==> src/rtl/ide_bm_pkg.sv <==
package ide_bm_pkg;
  localparam logic [3:0] OFS_CMD  = 4'h0;
  localparam logic [3:0] OFS_STAT = 4'h2;
  localparam logic [3:0] OFS_PTR  = 4'h4;

  localparam int CMD_RUN = 0;
  localparam int CMD_M2D = 3;

  localparam int ST_ACT  = 0;
  localparam int ST_ERR  = 1;
  localparam int ST_IRQ  = 2;
  localparam int ST_CAP0 = 5;
  localparam int ST_CAP1 = 6;

  typedef enum logic [1:0] {
    E_IDLE,
    E_DESC,
    E_DRV,
    E_MEM
  } eng_state_t;
endpackage

==> src/rtl/ide_bm_regs.sv <==
module ide_bm_regs
  import ide_bm_pkg::*;
#(
  parameter int IO_AW   = 16,
  parameter int DEC_LSB = 4,
  parameter int PA_W    = 32
) (
  input  logic             clk,
  input  logic             rst,
  input  logic [IO_AW-1:0] io_bar,
  input  logic [IO_AW-1:0] io_addr,
  input  logic             io_wr,
  input  logic             io_rd,
  input  logic [PA_W-1:0]  io_wdata,
  output logic [PA_W-1:0]  io_rdata,
  input  logic             busy,
  input  logic             done_evt,
  input  logic             err_evt,
  output logic             start_req,
  output logic             stop_req,
  output logic             start_m2d,
  output logic [PA_W-1:0]  tbl_ptr,
  output logic             stat_irq
);
  logic [DEC_LSB-1:0] ofs;
  logic               hit, wr_cmd, wr_stat, wr_ptr;
  logic               cmd_run, cmd_dir, stat_err;
  logic [1:0]         stat_cap;
  logic [7:0]         stat_byte;
  logic               unused_bits;

  assign unused_bits = ^io_bar[DEC_LSB-1:0];
  assign hit     = io_addr[IO_AW-1:DEC_LSB] == io_bar[IO_AW-1:DEC_LSB];
  assign ofs     = io_addr[DEC_LSB-1:0];
  assign wr_cmd  = io_wr && hit && (ofs == DEC_LSB'(OFS_CMD));
  assign wr_stat = io_wr && hit && (ofs == DEC_LSB'(OFS_STAT));
  assign wr_ptr  = io_wr && hit && (ofs == DEC_LSB'(OFS_PTR));

  assign start_req = wr_cmd && io_wdata[CMD_RUN] && !cmd_run && !busy;
  assign stop_req  = wr_cmd && !io_wdata[CMD_RUN] && busy;
  assign start_m2d = io_wdata[CMD_M2D];

  assign stat_byte = {1'b0, stat_cap[1], stat_cap[0], 2'b00, stat_irq, stat_err, busy};

  always_ff @(posedge clk) begin
    if (rst) begin
      cmd_run  <= 1'b0;
      cmd_dir  <= 1'b0;
      stat_cap <= 2'b00;
      stat_err <= 1'b0;
      stat_irq <= 1'b0;
      tbl_ptr  <= '0;
      io_rdata <= '0;
    end else begin
      if (wr_cmd) begin
        cmd_run <= io_wdata[CMD_RUN];
        if (!busy) cmd_dir <= io_wdata[CMD_M2D];
      end
      if (wr_stat) stat_cap <= {io_wdata[ST_CAP1], io_wdata[ST_CAP0]};
      stat_err <= err_evt || (stat_err && !(wr_stat && io_wdata[ST_ERR]));
      stat_irq <= done_evt || err_evt || (stat_irq && !(wr_stat && io_wdata[ST_IRQ]));
      if (wr_ptr) tbl_ptr <= {io_wdata[PA_W-1:2], 2'b00};
      io_rdata <= '0;
      if (io_rd && hit) begin
        if (ofs == DEC_LSB'(OFS_CMD))
          io_rdata <= PA_W'({cmd_dir, 2'b00, cmd_run});
        else if (ofs == DEC_LSB'(OFS_STAT))
          io_rdata <= PA_W'(stat_byte);
        else if (ofs == DEC_LSB'(OFS_PTR))
          io_rdata <= tbl_ptr;
      end
    end
  end
endmodule

==> src/rtl/ide_bm_engine.sv <==
module ide_bm_engine
  import ide_bm_pkg::*;
#(
  parameter int PA_W = 32,
  parameter int DW   = 16
) (
  input  logic            clk,
  input  logic            rst,
  input  logic            start_req,
  input  logic            stop_req,
  input  logic            start_m2d,
  input  logic [PA_W-1:0] tbl_ptr,
  input  logic            bm_enable,
  output logic            busy,
  output logic            done_evt,
  output logic            err_evt,
  output logic            mem_req,
  output logic            mem_we,
  output logic [PA_W-1:0] mem_addr,
  output logic [DW-1:0]   mem_wdata,
  input  logic [DW-1:0]   mem_rdata,
  input  logic            mem_ack,
  input  logic            mem_err,
  input  logic            drv_req,
  output logic            drv_ack,
  input  logic [DW-1:0]   drv_rdata,
  output logic [DW-1:0]   drv_wdata
);
  localparam logic [DW-1:0] ZERO_WORDS = DW'(1) << (DW - 1);
  localparam logic [DW-1:0] ONE_WORD   = DW'(1);
  localparam logic [PA_W-1:0] DESC_BYTES = PA_W'(8);
  localparam logic [PA_W-1:0] WORD_BYTES = PA_W'(2);

  eng_state_t      state;
  logic            m2d, eot;
  logic [1:0]      didx;
  logic [PA_W-1:0] dptr, raddr;
  logic [DW-1:0]   wleft, cnt_r, hold;
  logic            mem_ok, word_done;
  eng_state_t      data_state;

  assign mem_ok     = mem_req && mem_ack && !mem_err;
  assign data_state = m2d ? E_MEM : E_DRV;
  assign word_done  = !stop_req &&
                      ((state == E_MEM && mem_ok && !m2d) ||
                       (state == E_DRV && drv_req && m2d));
  assign done_evt   = word_done && (wleft == ONE_WORD) && eot;
  assign err_evt    = !stop_req && mem_req && mem_ack && mem_err && (state != E_IDLE);

  always_ff @(posedge clk) begin
    if (rst) begin
      state     <= E_IDLE;
      busy      <= 1'b0;
      m2d       <= 1'b0;
      eot       <= 1'b0;
      didx      <= '0;
      dptr      <= '0;
      raddr     <= '0;
      wleft     <= '0;
      cnt_r     <= '0;
      hold      <= '0;
      mem_req   <= 1'b0;
      mem_we    <= 1'b0;
      mem_addr  <= '0;
      mem_wdata <= '0;
      drv_ack   <= 1'b0;
      drv_wdata <= '0;
    end else begin
      drv_ack <= 1'b0;
      if (stop_req) begin
        state   <= E_IDLE;
        busy    <= 1'b0;
        mem_req <= 1'b0;
      end else begin
        case (state)
          E_IDLE: begin
            if (start_req) begin
              busy  <= 1'b1;
              m2d   <= start_m2d;
              dptr  <= tbl_ptr;
              didx  <= '0;
              state <= E_DESC;
            end
          end
          E_DESC: begin
            if (!mem_req) begin
              if (bm_enable) begin
                mem_req  <= 1'b1;
                mem_we   <= 1'b0;
                mem_addr <= dptr + PA_W'({didx, 1'b0});
              end
            end else if (mem_ack) begin
              mem_req <= 1'b0;
              if (mem_err) begin
                state <= E_IDLE;
                busy  <= 1'b0;
              end else begin
                didx <= didx + 2'd1;
                case (didx)
                  2'd0: raddr[DW-1:0]    <= mem_rdata;
                  2'd1: raddr[PA_W-1:DW] <= mem_rdata;
                  2'd2: cnt_r            <= mem_rdata;
                  default: begin
                    eot   <= mem_rdata[DW-1];
                    wleft <= (cnt_r == '0) ? ZERO_WORDS : {1'b0, cnt_r[DW-1:1]};
                    dptr  <= dptr + DESC_BYTES;
                    state <= data_state;
                  end
                endcase
              end
            end
          end
          E_DRV: begin
            if (drv_req) begin
              drv_ack <= 1'b1;
              if (!m2d) begin
                hold  <= drv_rdata;
                state <= E_MEM;
              end
            end
          end
          default: begin
            if (!mem_req) begin
              if (bm_enable) begin
                mem_req   <= 1'b1;
                mem_we    <= !m2d;
                mem_addr  <= raddr;
                mem_wdata <= hold;
              end
            end else if (mem_ack) begin
              mem_req <= 1'b0;
              if (mem_err) begin
                state <= E_IDLE;
                busy  <= 1'b0;
              end else if (m2d) begin
                drv_wdata <= mem_rdata;
                state     <= E_DRV;
              end
            end
          end
        endcase
        if (word_done) begin
          raddr <= raddr + WORD_BYTES;
          wleft <= wleft - ONE_WORD;
          if (wleft == ONE_WORD) begin
            if (eot) begin
              state <= E_IDLE;
              busy  <= 1'b0;
            end else begin
              state <= E_DESC;
              didx  <= '0;
            end
          end else begin
            state <= data_state;
          end
        end
      end
    end
  end
endmodule

==> src/rtl/ide_bm_dma.sv <==
module ide_bm_dma
  import ide_bm_pkg::*;
#(
  parameter int IO_AW   = 16,
  parameter int DEC_LSB = 4,
  parameter int PA_W    = 32,
  parameter int DW      = 16
) (
  input  logic             clk,
  input  logic             rst,
  input  logic             bm_enable,
  input  logic [IO_AW-1:0] io_bar,
  input  logic [IO_AW-1:0] io_addr,
  input  logic             io_wr,
  input  logic             io_rd,
  input  logic [PA_W-1:0]  io_wdata,
  output logic [PA_W-1:0]  io_rdata,
  output logic             mem_req,
  output logic             mem_we,
  output logic [PA_W-1:0]  mem_addr,
  output logic [DW-1:0]    mem_wdata,
  input  logic [DW-1:0]    mem_rdata,
  input  logic             mem_ack,
  input  logic             mem_err,
  input  logic             drv_req,
  output logic             drv_ack,
  input  logic [DW-1:0]    drv_rdata,
  output logic [DW-1:0]    drv_wdata,
  output logic             irq
);
  logic            eng_busy, done_evt, err_evt;
  logic            start_req, stop_req, start_m2d;
  logic [PA_W-1:0] tbl_ptr;

  ide_bm_regs #(.IO_AW(IO_AW), .DEC_LSB(DEC_LSB), .PA_W(PA_W)) i_regs (
    .clk       (clk),
    .rst       (rst),
    .io_bar    (io_bar),
    .io_addr   (io_addr),
    .io_wr     (io_wr),
    .io_rd     (io_rd),
    .io_wdata  (io_wdata),
    .io_rdata  (io_rdata),
    .busy      (eng_busy),
    .done_evt  (done_evt),
    .err_evt   (err_evt),
    .start_req (start_req),
    .stop_req  (stop_req),
    .start_m2d (start_m2d),
    .tbl_ptr   (tbl_ptr),
    .stat_irq  (irq)
  );

  ide_bm_engine #(.PA_W(PA_W), .DW(DW)) i_engine (
    .clk       (clk),
    .rst       (rst),
    .start_req (start_req),
    .stop_req  (stop_req),
    .start_m2d (start_m2d),
    .tbl_ptr   (tbl_ptr),
    .bm_enable (bm_enable),
    .busy      (eng_busy),
    .done_evt  (done_evt),
    .err_evt   (err_evt),
    .mem_req   (mem_req),
    .mem_we    (mem_we),
    .mem_addr  (mem_addr),
    .mem_wdata (mem_wdata),
    .mem_rdata (mem_rdata),
    .mem_ack   (mem_ack),
    .mem_err   (mem_err),
    .drv_req   (drv_req),
    .drv_ack   (drv_ack),
    .drv_rdata (drv_rdata),
    .drv_wdata (drv_wdata)
  );
endmodule

==> config.mk <==
export PLATFORM = sky130hd
export DESIGN_NAME = ide_bm_dma
export DESIGN_NICKNAME = d
export VERILOG_FILES = /design/src/rtl/ide_bm_pkg.sv /design/src/rtl/ide_bm_regs.sv /design/src/rtl/ide_bm_engine.sv /design/src/rtl/ide_bm_dma.sv
export SDC_FILE = /design/constraint.sdc
export NUM_CORES = 1
export LEC_CHECK = 0
export ABC_AREA = 0
export ABC_CLOCK_PERIOD_IN_PS = 5950
export BUFFER_PORTS_ARGS = -buffer_cell sky130_fd_sc_hd__buf_2
export CORE_UTILIZATION = 48
export CTS_CLUSTER_DIAMETER = 30
export DETAILED_ROUTE_END_ITERATION = 6
export PLACE_DENSITY = 0.7
export SYNTH_ARGS = -nofsm -noshare
export SYNTH_HDL_FRONTEND = slang
export SYNTH_SLANG_ARGS = --single-unit
==> constraint.sdc <==
create_clock -name clk -period 5.95 [get_ports clk]
set_input_delay 0.595 -clock clk [delete_from_list [all_inputs] [get_ports clk]]
set_output_delay 0.595 -clock clk [all_outputs]
set_load 0.01 [all_outputs]
==> flow_metrics.tcl, run 1 <==
set metrics [dict create \
    postCtsSetupRepairBufs 0 \
    syn_nets 1643 \
    hp-class "input pin to flip-flop" \
    crit-reg2reg-launch "i_engine.state[0]$_SDFFE_PP0P_" \
    postSynthAreaPerCell_um2 8.18 \
    reg2reg_depth 8 \
    antenna_found_initial 0 \
    num_rows 58 \
    whs_endpoint "i_engine.hold[6]$_SDFFE_PP0P_" \
    worst-r2r-setup-slack_ps 2730 \
    wire_per_inst_um 18.2 \
    cap_viol_max_count 0 \
    power_density_nw_per_um2 336 \
    ctsHoldBuffers 0 \
    final_cell_area_um2 15400 \
    leakage_nw 5.95 \
    grt_overflow 0 \
    clk_pin_slew_worst_paths_ps 50 \
    numCtsBuffers 56 \
    synthArstFlopShare_pct 0 \
    outcome "finished clean" \
    worst-path-buf-inv 3 \
    tightest_slew_ps 1220 \
    gp_congestion 0.901 \
    grt_first_pass_wirelength_mm 59.8 \
    cts_buffer_depth 3 \
    start_kind "flip-flop" \
    cts_tree "yes" \
    grt_max_degree 92 \
    clock_sinks 252 \
    fillers 2227 \
    die_area_um2 26600 \
    cp_common_cell "buf_4" \
    path_delay_family "simple AND/OR/NAND/NOR gates" \
    area_growth_pct 23.8 \
    syn_inst 1525 \
    whs_path_depth 3 \
    cp_slowest_stage_delay_ps 1000 \
    fmax_mhz 310 \
    vias_per_cell 5.92 \
    htreeDepth 2 \
    period_needed_ps 3220 \
    fin_tns_setup_ps 0 \
    detail-route-antenna-nets 0 \
    rsz0062_at_grt "false" \
    port-buffer-count 199 \
    ys_types 81 \
    synthTopCellsByArea "dfxtp_1, nand2_1, a21oi_1, mux2i_1, nor2_1" \
    drc 0 \
    ctsResizeCount 0 \
    io_pins 204 \
    max-slew-margin-rel_pct 17.2 \
    grt_pass1_vias 11500 \
    n_antenna_cell 0 \
    root_buffer "clkbuf_16" \
    syn_area_um2 12500 \
    synth_edf_count 0 \
    dpl-instance-area_um2 13500 \
    grt_usage_pct 27.8 \
    die_w_um 163 \
    num_vias 12200 \
    totalPowerFinal_w 0.00519 \
    drive_above_1_share_pct 20.7 \
    timing.final.crit_share_pct 54.2 \
    synth_warnings 0 \
    timing.hold.worst.start "drv_rdata[6]" \
    setup_slack_ps 2730 \
    vdd.ir_drop.worst_v 0.000257 \
    drt_iter0_drc 1047 \
    synth_top_cell_by_area "dfxtp_1" \
    post-place-ws_ps 2720 \
    setup_viol 0 \
    end_kind "flip-flop" \
    finalNetCount 1799 \
    r2r-end "i_engine.dptr[25]$_SDFFE_PP0P_" \
    crit_type "flip-flop to flip-flop" \
    fin_skew_ps 28.7 \
    dieHeight_um 163 \
    final_util_pct 61.0 \
    yosysTopAreaCellShare_pct 40.4 \
    hpwl_mm 24.8 \
    fp.coreArea_um2 25300 \
    finalHoldViolations 0 \
    ys_seq_area_share_pct 40.4 \
    crit_path_cell_trace "ha_2, buf_4, inv_2, buf_4, nor2_1, nand2_1, a31oi_1, a211o_1" \
    clk_latency_ps 570 \
    synth.ff_latch_count 252 \
    start_util_pct 49.2 \
    wl_mm 37.4 \
    slowest_stage "nor2_1" \
    path_max_fanout 84 \
    first_pass_iters 6 \
    worstPathArrival_ps 3710 \
    synth_ff_type "dfxtp_1" \
    worstPathRequired_ps 6440 \
    maxSlewViolCount 0 \
]
flip-flops by register name, indices dropped and copies added (netlist names), 2 cells and up:
name / cells
i_engine.cnt_r: 16
i_engine.didx: 2
i_engine.dptr: 30
i_engine.drv_wdata: 16
i_engine.hold: 16
i_engine.mem_addr: 32
i_engine.mem_wdata: 16
i_engine.raddr: 32
i_engine.state: 2
i_engine.wleft: 16
i_regs.io_rdata: 32
i_regs.stat_cap: 2
i_regs.tbl_ptr: 30
worst reg2reg max path, cell delays in order (launching register included):
cell	delay [ps]
dfxtp_1	430
ha_2	210
buf_4	660
inv_2	70
buf_4	310
nor2_1	1040
nand2_1	120
a31oi_1	220
a211o_1	110
placed cells by master, fill, tap and decap left out, types with 8 or more instances in the layout:
master       n
xnor2_1     11
clkinv_4     9
inv_1       36
mux2i_1     54
nor3_1      28
or3_1       13
dfxtp_1    252
nor2_1     109
a31oi_1      8
buf_2      198
and3_1      15
o32ai_1     15
and4_1       9
clkbuf_16   56
o211ai_1    33
nor4_1      26
bufinv_16    8
clkbuf_8     9
and2_1      36
a21oi_1    153
nand3_1     70
xor2_1      29
nand2_1    237
o31ai_1      8
ha_1        13
a211oi_1    22
a22oi_1     10
o21ai_0     50
a211o_1     13
buf_4       11
nand4_1     39
power by group:
| group | switching (W) | internal (W) | total [W] |
|---|---|---|---|
| clock | 0.000994 | 0.00218 | 0.00318 |
| combinational | 0.000216 | 0.0000848 | 0.000301 |
| sequential | 0.00000825 | 0.00170 | 0.00171 |
| total | 0.00122 | 0.00397 | 0.00519 |
stage by stage:
stage	std cells	hold WS, ps
6_report	2058	271
5_1_grt	2058	269
3_5_place_dp	1953	424
4_1_cts	2058	257
3_3_place_gp	1953	420
2_1_floorplan	1525	406
metal layers:
| metal | track usage, % | wire (um) | part of all wire [%] |
|---|---|---|---|
| met3 | 5.46 | 2920 | 7.8 |
| met2 | 44.5 | 17400 | 46 |
| met1 | 36.2 | 15800 | 42 |
| met4 | 12.4 | 1330 | 3.6 |
| met5 | 0 | 0 | 0 |
how the worst max path moves through the flow:
stage / from / to / slack (ps) / cells past startpoint
3_5_place_dp: io_bar[4] / i_engine.mem_addr[19]$_SDFFE_PP0P_ / 2720 / 8
5_1_grt: i_engine.state[0]$_SDFFE_PP0P_ / i_engine.dptr[25]$_SDFFE_PP0P_ / 2490 / 8
2_1_floorplan: io_addr[1] / i_engine.raddr[17]$_SDFFE_PP0P_ / 3570 / 9
4_1_cts: i_engine.state[0]$_SDFFE_PP0P_ / i_engine.dptr[25]$_SDFFE_PP0P_ / 2770 / 8
6_report: i_engine.state[0]$_SDFFE_PP0P_ / i_engine.dptr[25]$_SDFFE_PP0P_ / 2730 / 8
3_3_place_gp: io_bar[4] / i_engine.mem_addr[19]$_SDFFE_PP0P_ / 2740 / 8
logic make-up after synthesis:
| logic type | after synthesis | synth area share [%] |
|---|---|---|
| and+or+nand+nor | 645 | 26.3 |
| AOI/OAI and AO/OA | 368 | 19.0 |
| DFF | 252 | 40.4 |
| buffers and inverters | 150 | 5.49 |
| muxes | 56 | 4.51 |
| xor gates and xnor gates | 40 | 2.81 |
| adders and majority gates | 14 | 1.40 |
final cells by class:
cell class | instances | area (um^2) | share of cell area, %
multi-input combinational | 1123 | 6770 | 43.9
tap | 330 | 413 | 2.67
clock buffer | 71 | 1550 | 10.0
sequential | 252 | 5040 | 32.7
clock inverter | 34 | 440 | 2.85
timing repair buffer | 210 | 1080 | 7.02
inverter | 38 | 143 | 0.923
cell usage after synthesis (all sizes together), types with 31 or more instances:
library cell and count:
nor3 31, dfxtp 252, nand4 42, o21ai 55, buf 47, mux2i 54
a21oi 155, clkbuf 65, nor2 111, and2 36, inv 38, nor4 35
nand2 239, nand3 74, o211ai 33
No activity file was read; power rests on OpenSTA's default activity.
==> run 2: changes to the inputs <==
--- a/config.mk
+++ b/config.mk
@@ -6,12 +6,12 @@
 export NUM_CORES = 1
 export LEC_CHECK = 0
 export ABC_AREA = 0
-export ABC_CLOCK_PERIOD_IN_PS = 5950
+export ABC_CLOCK_PERIOD_IN_PS = 2650
 export BUFFER_PORTS_ARGS = -buffer_cell sky130_fd_sc_hd__buf_2
 export CORE_UTILIZATION = 48
 export CTS_CLUSTER_DIAMETER = 30
 export DETAILED_ROUTE_END_ITERATION = 6
-export PLACE_DENSITY = 0.7
+export PLACE_DENSITY = 0.72
 export SYNTH_ARGS = -nofsm -noshare
 export SYNTH_HDL_FRONTEND = slang
 export SYNTH_SLANG_ARGS = --single-unit
==> constraint.sdc (replaced) <==
create_clock -name clk -period 2.65 [get_ports clk]
set_input_delay 0.265 -clock clk [delete_from_list [all_inputs] [get_ports clk]]
set_output_delay 0.265 -clock clk [all_outputs]
set_load 0.01 [all_outputs]
==> flow_metrics.tcl, run 2 (synthesis results as in run 1) <==
set metrics [dict create \
    port-buffer-count 199 \
    maxSlewViolCount 0 \
    grt_usage_pct 29.4 \
    worstPathRequired_ps 3050 \
    timing.final.crit_share_pct 95.2 \
    fmax_mhz 397 \
    area_growth_pct 31.1 \
    postCtsSetupRepairBufs 0 \
    drc 0 \
    final_util_pct 64.6 \
    dpl-instance-area_um2 14000 \
    dieHeight_um 163 \
    wire_per_inst_um 18.1 \
    worstPathArrival_ps 2920 \
    clk_latency_ps 560 \
    hp-class "input pin to flip-flop" \
    final_cell_mix "dfxtp_1, nand2_1, buf_2, a21oi_1, nor2_1" \
    antenna_found_initial 0 \
    top_regs "i_engine.mem_addr (32), i_engine.raddr (32), i_regs.io_rdata (32)" \
    drt_iter0_drc 1080 \
    power_density_nw_per_um2 692 \
    fin_skew_ps 12.9 \
    fp.coreArea_um2 25300 \
    grt_first_pass_wirelength_mm 62.9 \
    max-slew-margin-rel_pct 52.7 \
    path_max_fanout 18 \
    die_w_um 163 \
    start_kind "flip-flop" \
    cts_buffer_depth 3 \
    cts_tree "yes" \
    fillers 2088 \
    period_needed_ps 2520 \
    io_pins 204 \
    end_kind "flip-flop" \
    hpwl_mm 26.8 \
    vias_per_cell 5.84 \
    detail-route-antenna-nets 0 \
    setup_viol 0 \
    grt_pass1_vias 12300 \
    grt_overflow 0 \
    leakage_nw 6.42 \
    die_area_um2 26600 \
    fin_tns_setup_ps 0 \
    clk_pin_slew_worst_paths_ps 50 \
    cap_viol_max_count 0 \
    htreeDepth 2 \
    grt_max_degree 70 \
    gp_congestion 0.906 \
    outcome "finished clean" \
    clock_sinks 252 \
    finalNetCount 1906 \
    wl_mm 39.2 \
    rsz0062_at_grt "false" \
    hold_ws_ps 12.8 \
    crit_type "flip-flop to flip-flop" \
    numCtsBuffers 52 \
    root_buffer "clkbuf_16" \
    num_vias 12600 \
    vdd.ir_drop.worst_v 0.000549 \
    final_cell_area_um2 16400 \
    finalHoldViolations 0 \
    start_util_pct 49.2 \
    final_common_cell "dfxtp_1" \
    drive_above_1_share_pct 22.8 \
    first_pass_iters 5 \
    num_rows 58 \
    tightest_slew_ps 710 \
]
## run 2: cell count changes in the layout (fill, tap and decap cells not counted), moves of 5 or more
cell,delta
buf_12,+8
clkinv_4,-5
buf_4,+57
inv_6,+6
dlygate4sd3_1,+46
## run 2: power breakdown
part	leakage, nW	internal, W	switching (W)
Sequential	2.03	0.00381	0.0000173
Combinational	3.52	0.000279	0.000506
Clock	0.874	0.00445	0.00224
## run 2: path summary, 6_finish.rpt
path,startpoint,end,slack (ps),depth (start not counted)
hold / removal,mem_rdata[11],i_engine.cnt_r[11]$_SDFFE_PP0P_,10,3
setup reg to reg,i_engine.state[0]$_SDFFE_PP0P_,i_engine.raddr[17]$_SDFFE_PP0P_,130,8
hold reg to reg,i_engine.mem_wdata[10]$_SDFFE_PP0P_,i_engine.mem_wdata[10]$_SDFFE_PP0P_,450,2
setup / recovery,i_engine.state[0]$_SDFFE_PP0P_,i_engine.raddr[17]$_SDFFE_PP0P_,130,8
## run 2: per-layer routing
layer / track usage, % / share of wire, %
met1: 36.4 / 41
met4: 14.0 / 4.1
met5: 0 / 0
met3: 5.21 / 6.9
met2: 49.3 / 48
## run 2: metrics by stage
| stage | worst slack (ps) | instances | power (W) |
|---|---|---|---|
| floorplan | 445 | 1525 | 0.00433 |
| global placement | 65.5 | 2018 | 0.00461 |
| detailed placement | 63.8 | 2018 | 0.00462 |
| CTS | 31.8 | 2161 | 0.0113 |
| global route | 21.8 | 2161 | 0.0116 |
| finish | 128 | 2162 | 0.0113 |
## run 2: critical path, cell delays in order (launching register included)
cell and delay, ps:
dfxtp_1 420, ha_1 230, inv_1 90, o41a_1 430, buf_4 240, buf_4 230, or4_1 520, o21ai_0 110
a21oi_1 90
## run 2: timing repair
item / 4_1_cts / 5_1_grt
gates resized for setup: 0 / 4
hold buffers: 46 / 0
setup endpoints to repair: 0 / 24
hold endpoints to repair: 49 / 0
## run 2: cell type report
class | count | area [um^2] | area share (%)
well taps | 330 | 413 | 2.53
multi-input cells | 1123 | 6790 | 41.5
inverters | 38 | 143 | 0.872
flip-flops and latches | 252 | 5040 | 30.9
clock inverters | 37 | 445 | 2.72
clock buffers | 60 | 1380 | 8.45
repair buffers | 321 | 2130 | 13.0
diodes | 1 | 2.50 | 0.0153
==> run 3: changes to the inputs <==
==> constraint.sdc (replaced) <==
create_clock -name clk -period 2.65 [get_ports clk]
set_input_delay 0.265 -clock clk [delete_from_list [all_inputs] [get_ports clk]]
set_output_delay 0.265 -clock clk [all_outputs]
set_load 0.1 [all_outputs]
==> flow_metrics.tcl, run 3 (synthesis results as in run 1) <==
set metrics [dict create \
    drive_above_1_share_pct 22.4 \
    root_buffer "clkbuf_16" \
    path_delay_family "compound AO/OA/AOI/OAI gates" \
    path_max_fanout 13 \
    totalPowerFinal_w 0.0110 \
    die_area_um2 26600 \
    maxSlewViolCount 0 \
    fp.coreArea_um2 25300 \
    port-buffer-count 199 \
    drc 0 \
    postCtsSetupRepairBufs 0 \
    use_met3_pct 5.33 \
    fmax_mhz 407 \
    fin_tns_setup_ps 0 \
    vdd.ir_drop.worst_v 0.000650 \
    crit_type "flip-flop to flip-flop" \
    num_rows 58 \
    cts_buffer_depth 3 \
    final_cell_mix "dfxtp_1, nand2_1, buf_2, a21oi_1, nor2_1" \
    gr-usage-met2_pct 49.0 \
    final_cell_area_um2 16200 \
    num_vias 12500 \
    numCtsBuffers 51 \
    cp_slowest_stage_delay_ps 600 \
    n_antenna_cell 0 \
    finalNetCount 1904 \
    fin_skew_ps 20.2 \
    wl_mm 39.0 \
    placed_cells 2017 \
    top_regs "i_engine.mem_addr (32), i_engine.raddr (32), i_regs.io_rdata (32)" \
    vias_per_cell 5.81 \
    clk_pin_slew_worst_paths_ps 50 \
    die_w_um 163 \
    grt_overflow 0 \
    dpl-instance-area_um2 14000 \
    timing.final.crit_share_pct 92.7 \
    cap_viol_max_count 0 \
    area_growth_pct 29.9 \
    rsz0062_at_grt "true" \
    power_density_nw_per_um2 679 \
    instances_no_fill 2154 \
    grt_max_degree 65 \
    fillers 2164 \
    grtUsageMet1_pct 36.4 \
    final_common_cell "dfxtp_1" \
    grt_pass1_vias 11900 \
    antenna_found_initial 0 \
    gp_congestion 0.934 \
    detail-route-antenna-nets 0 \
    start_util_pct 49.2 \
    crit_path_cell_trace "ha_1, inv_1, o41a_1, a21oi_2, o21ai_0, a221oi_1" \
    worstPathArrival_ps 2920 \
    dieHeight_um 163 \
    hp-class "input pin to flip-flop" \
    drt_iter0_drc 1148 \
    clock_sinks 252 \
    hpwl_mm 26.5 \
    tightest_slew_ps 1160 \
    setup_viol 0 \
    period_needed_ps 2460 \
    cts_tree "yes" \
    leakage_nw 6.35 \
    first_pass_iters 6 \
    worst-path-buf-inv 1 \
    finalHoldViolations 0 \
    slowest_stage "a21oi_2" \
    grt_first_pass_wirelength_mm 61.9 \
    worstPathRequired_ps 3110 \
    outcome "finished clean" \
    io_pins 204 \
    max-slew-margin-rel_pct 22.2 \
    top_usage_layer "met2" \
    timing.hold.worst.start "mem_rdata[11]" \
    htreeDepth 2 \
    grt_usage_pct 29.0 \
    end_kind "flip-flop" \
    start_kind "flip-flop" \
    cp-startpoint "i_engine.state[0]$_SDFFE_PP0P_" \
    wire_per_inst_um 18.1 \
    clk_latency_ps 560 \
    crit-reg2reg-launch "i_engine.state[0]$_SDFFE_PP0P_" \
]
[run 3: cell type report]
cell class              instances  area, um^2  share of cell area [%]
clock buffers                  60        1360                    8.40
clock inverters                31         354                    2.19
well taps                     330         413                    2.55
multi-input cells            1123        6770                    41.8
flip-flops and latches        252        5050                    31.1
inverters                      38         143                   0.880
repair buffers                320        2110                    13.0
[run 3: per-stage QoR]
step,setup WS [ps],utilization [%],hold WS [ps]
after detailed placement,176,55.4,425
after global routing,-6.38,64.0,23.7
after CTS,177,64.0,4.40
final,193,64.0,19.6
after floorplan,321,-,401
after global placement,217,55.4,421
[run 3: worst register-to-register path, stage by stage (launching register included)]
cell and delay, ps:
dfxtp_1 430, ha_1 210, inv_1 80, o41a_1 560
a21oi_2 600, o21ai_0 190, a221oi_1 310
[run 3: routing by layer]
| layer | vias up | wire length, um |
|---|---|---|
| met4 | 0 | 1400 |
| met3 | 100 | 3130 |
| met5 | - | 0 |
| met1 | 5867 | 15800 |
| met2 | 545 | 18700 |
| li1 | 6013 | - |
[run 3: path summary, 6_finish.rpt]
| path | end | slack, ps | cells past startpoint |
|---|---|---|---|
| worst max-delay path | i_engine.raddr[13]$_SDFFE_PP0P_ | 190 | 6 |
| worst min-delay path | i_engine.drv_wdata[11]$_SDFFE_PP0P_ | 20 | 3 |
| worst max register to register | i_engine.raddr[13]$_SDFFE_PP0P_ | 190 | 6 |
| worst min register to register | i_regs.io_rdata[1]$_SDFF_PP0_ | 430 | 2 |
[run 3: repair_timing]
item,CTS,global route
setup endpoints to repair,0,3
endpoints found under the hold margin,50,0
resized for setup,0,1
hold buffers,46,0
[run 3: report_power, final]
group | switching (W) | internal (W)
Clock | 0.00216 | 0.00416
Sequential | 0.0000186 | 0.00381
Combinational | 0.000560 | 0.000274
Total | 0.00274 | 0.00825
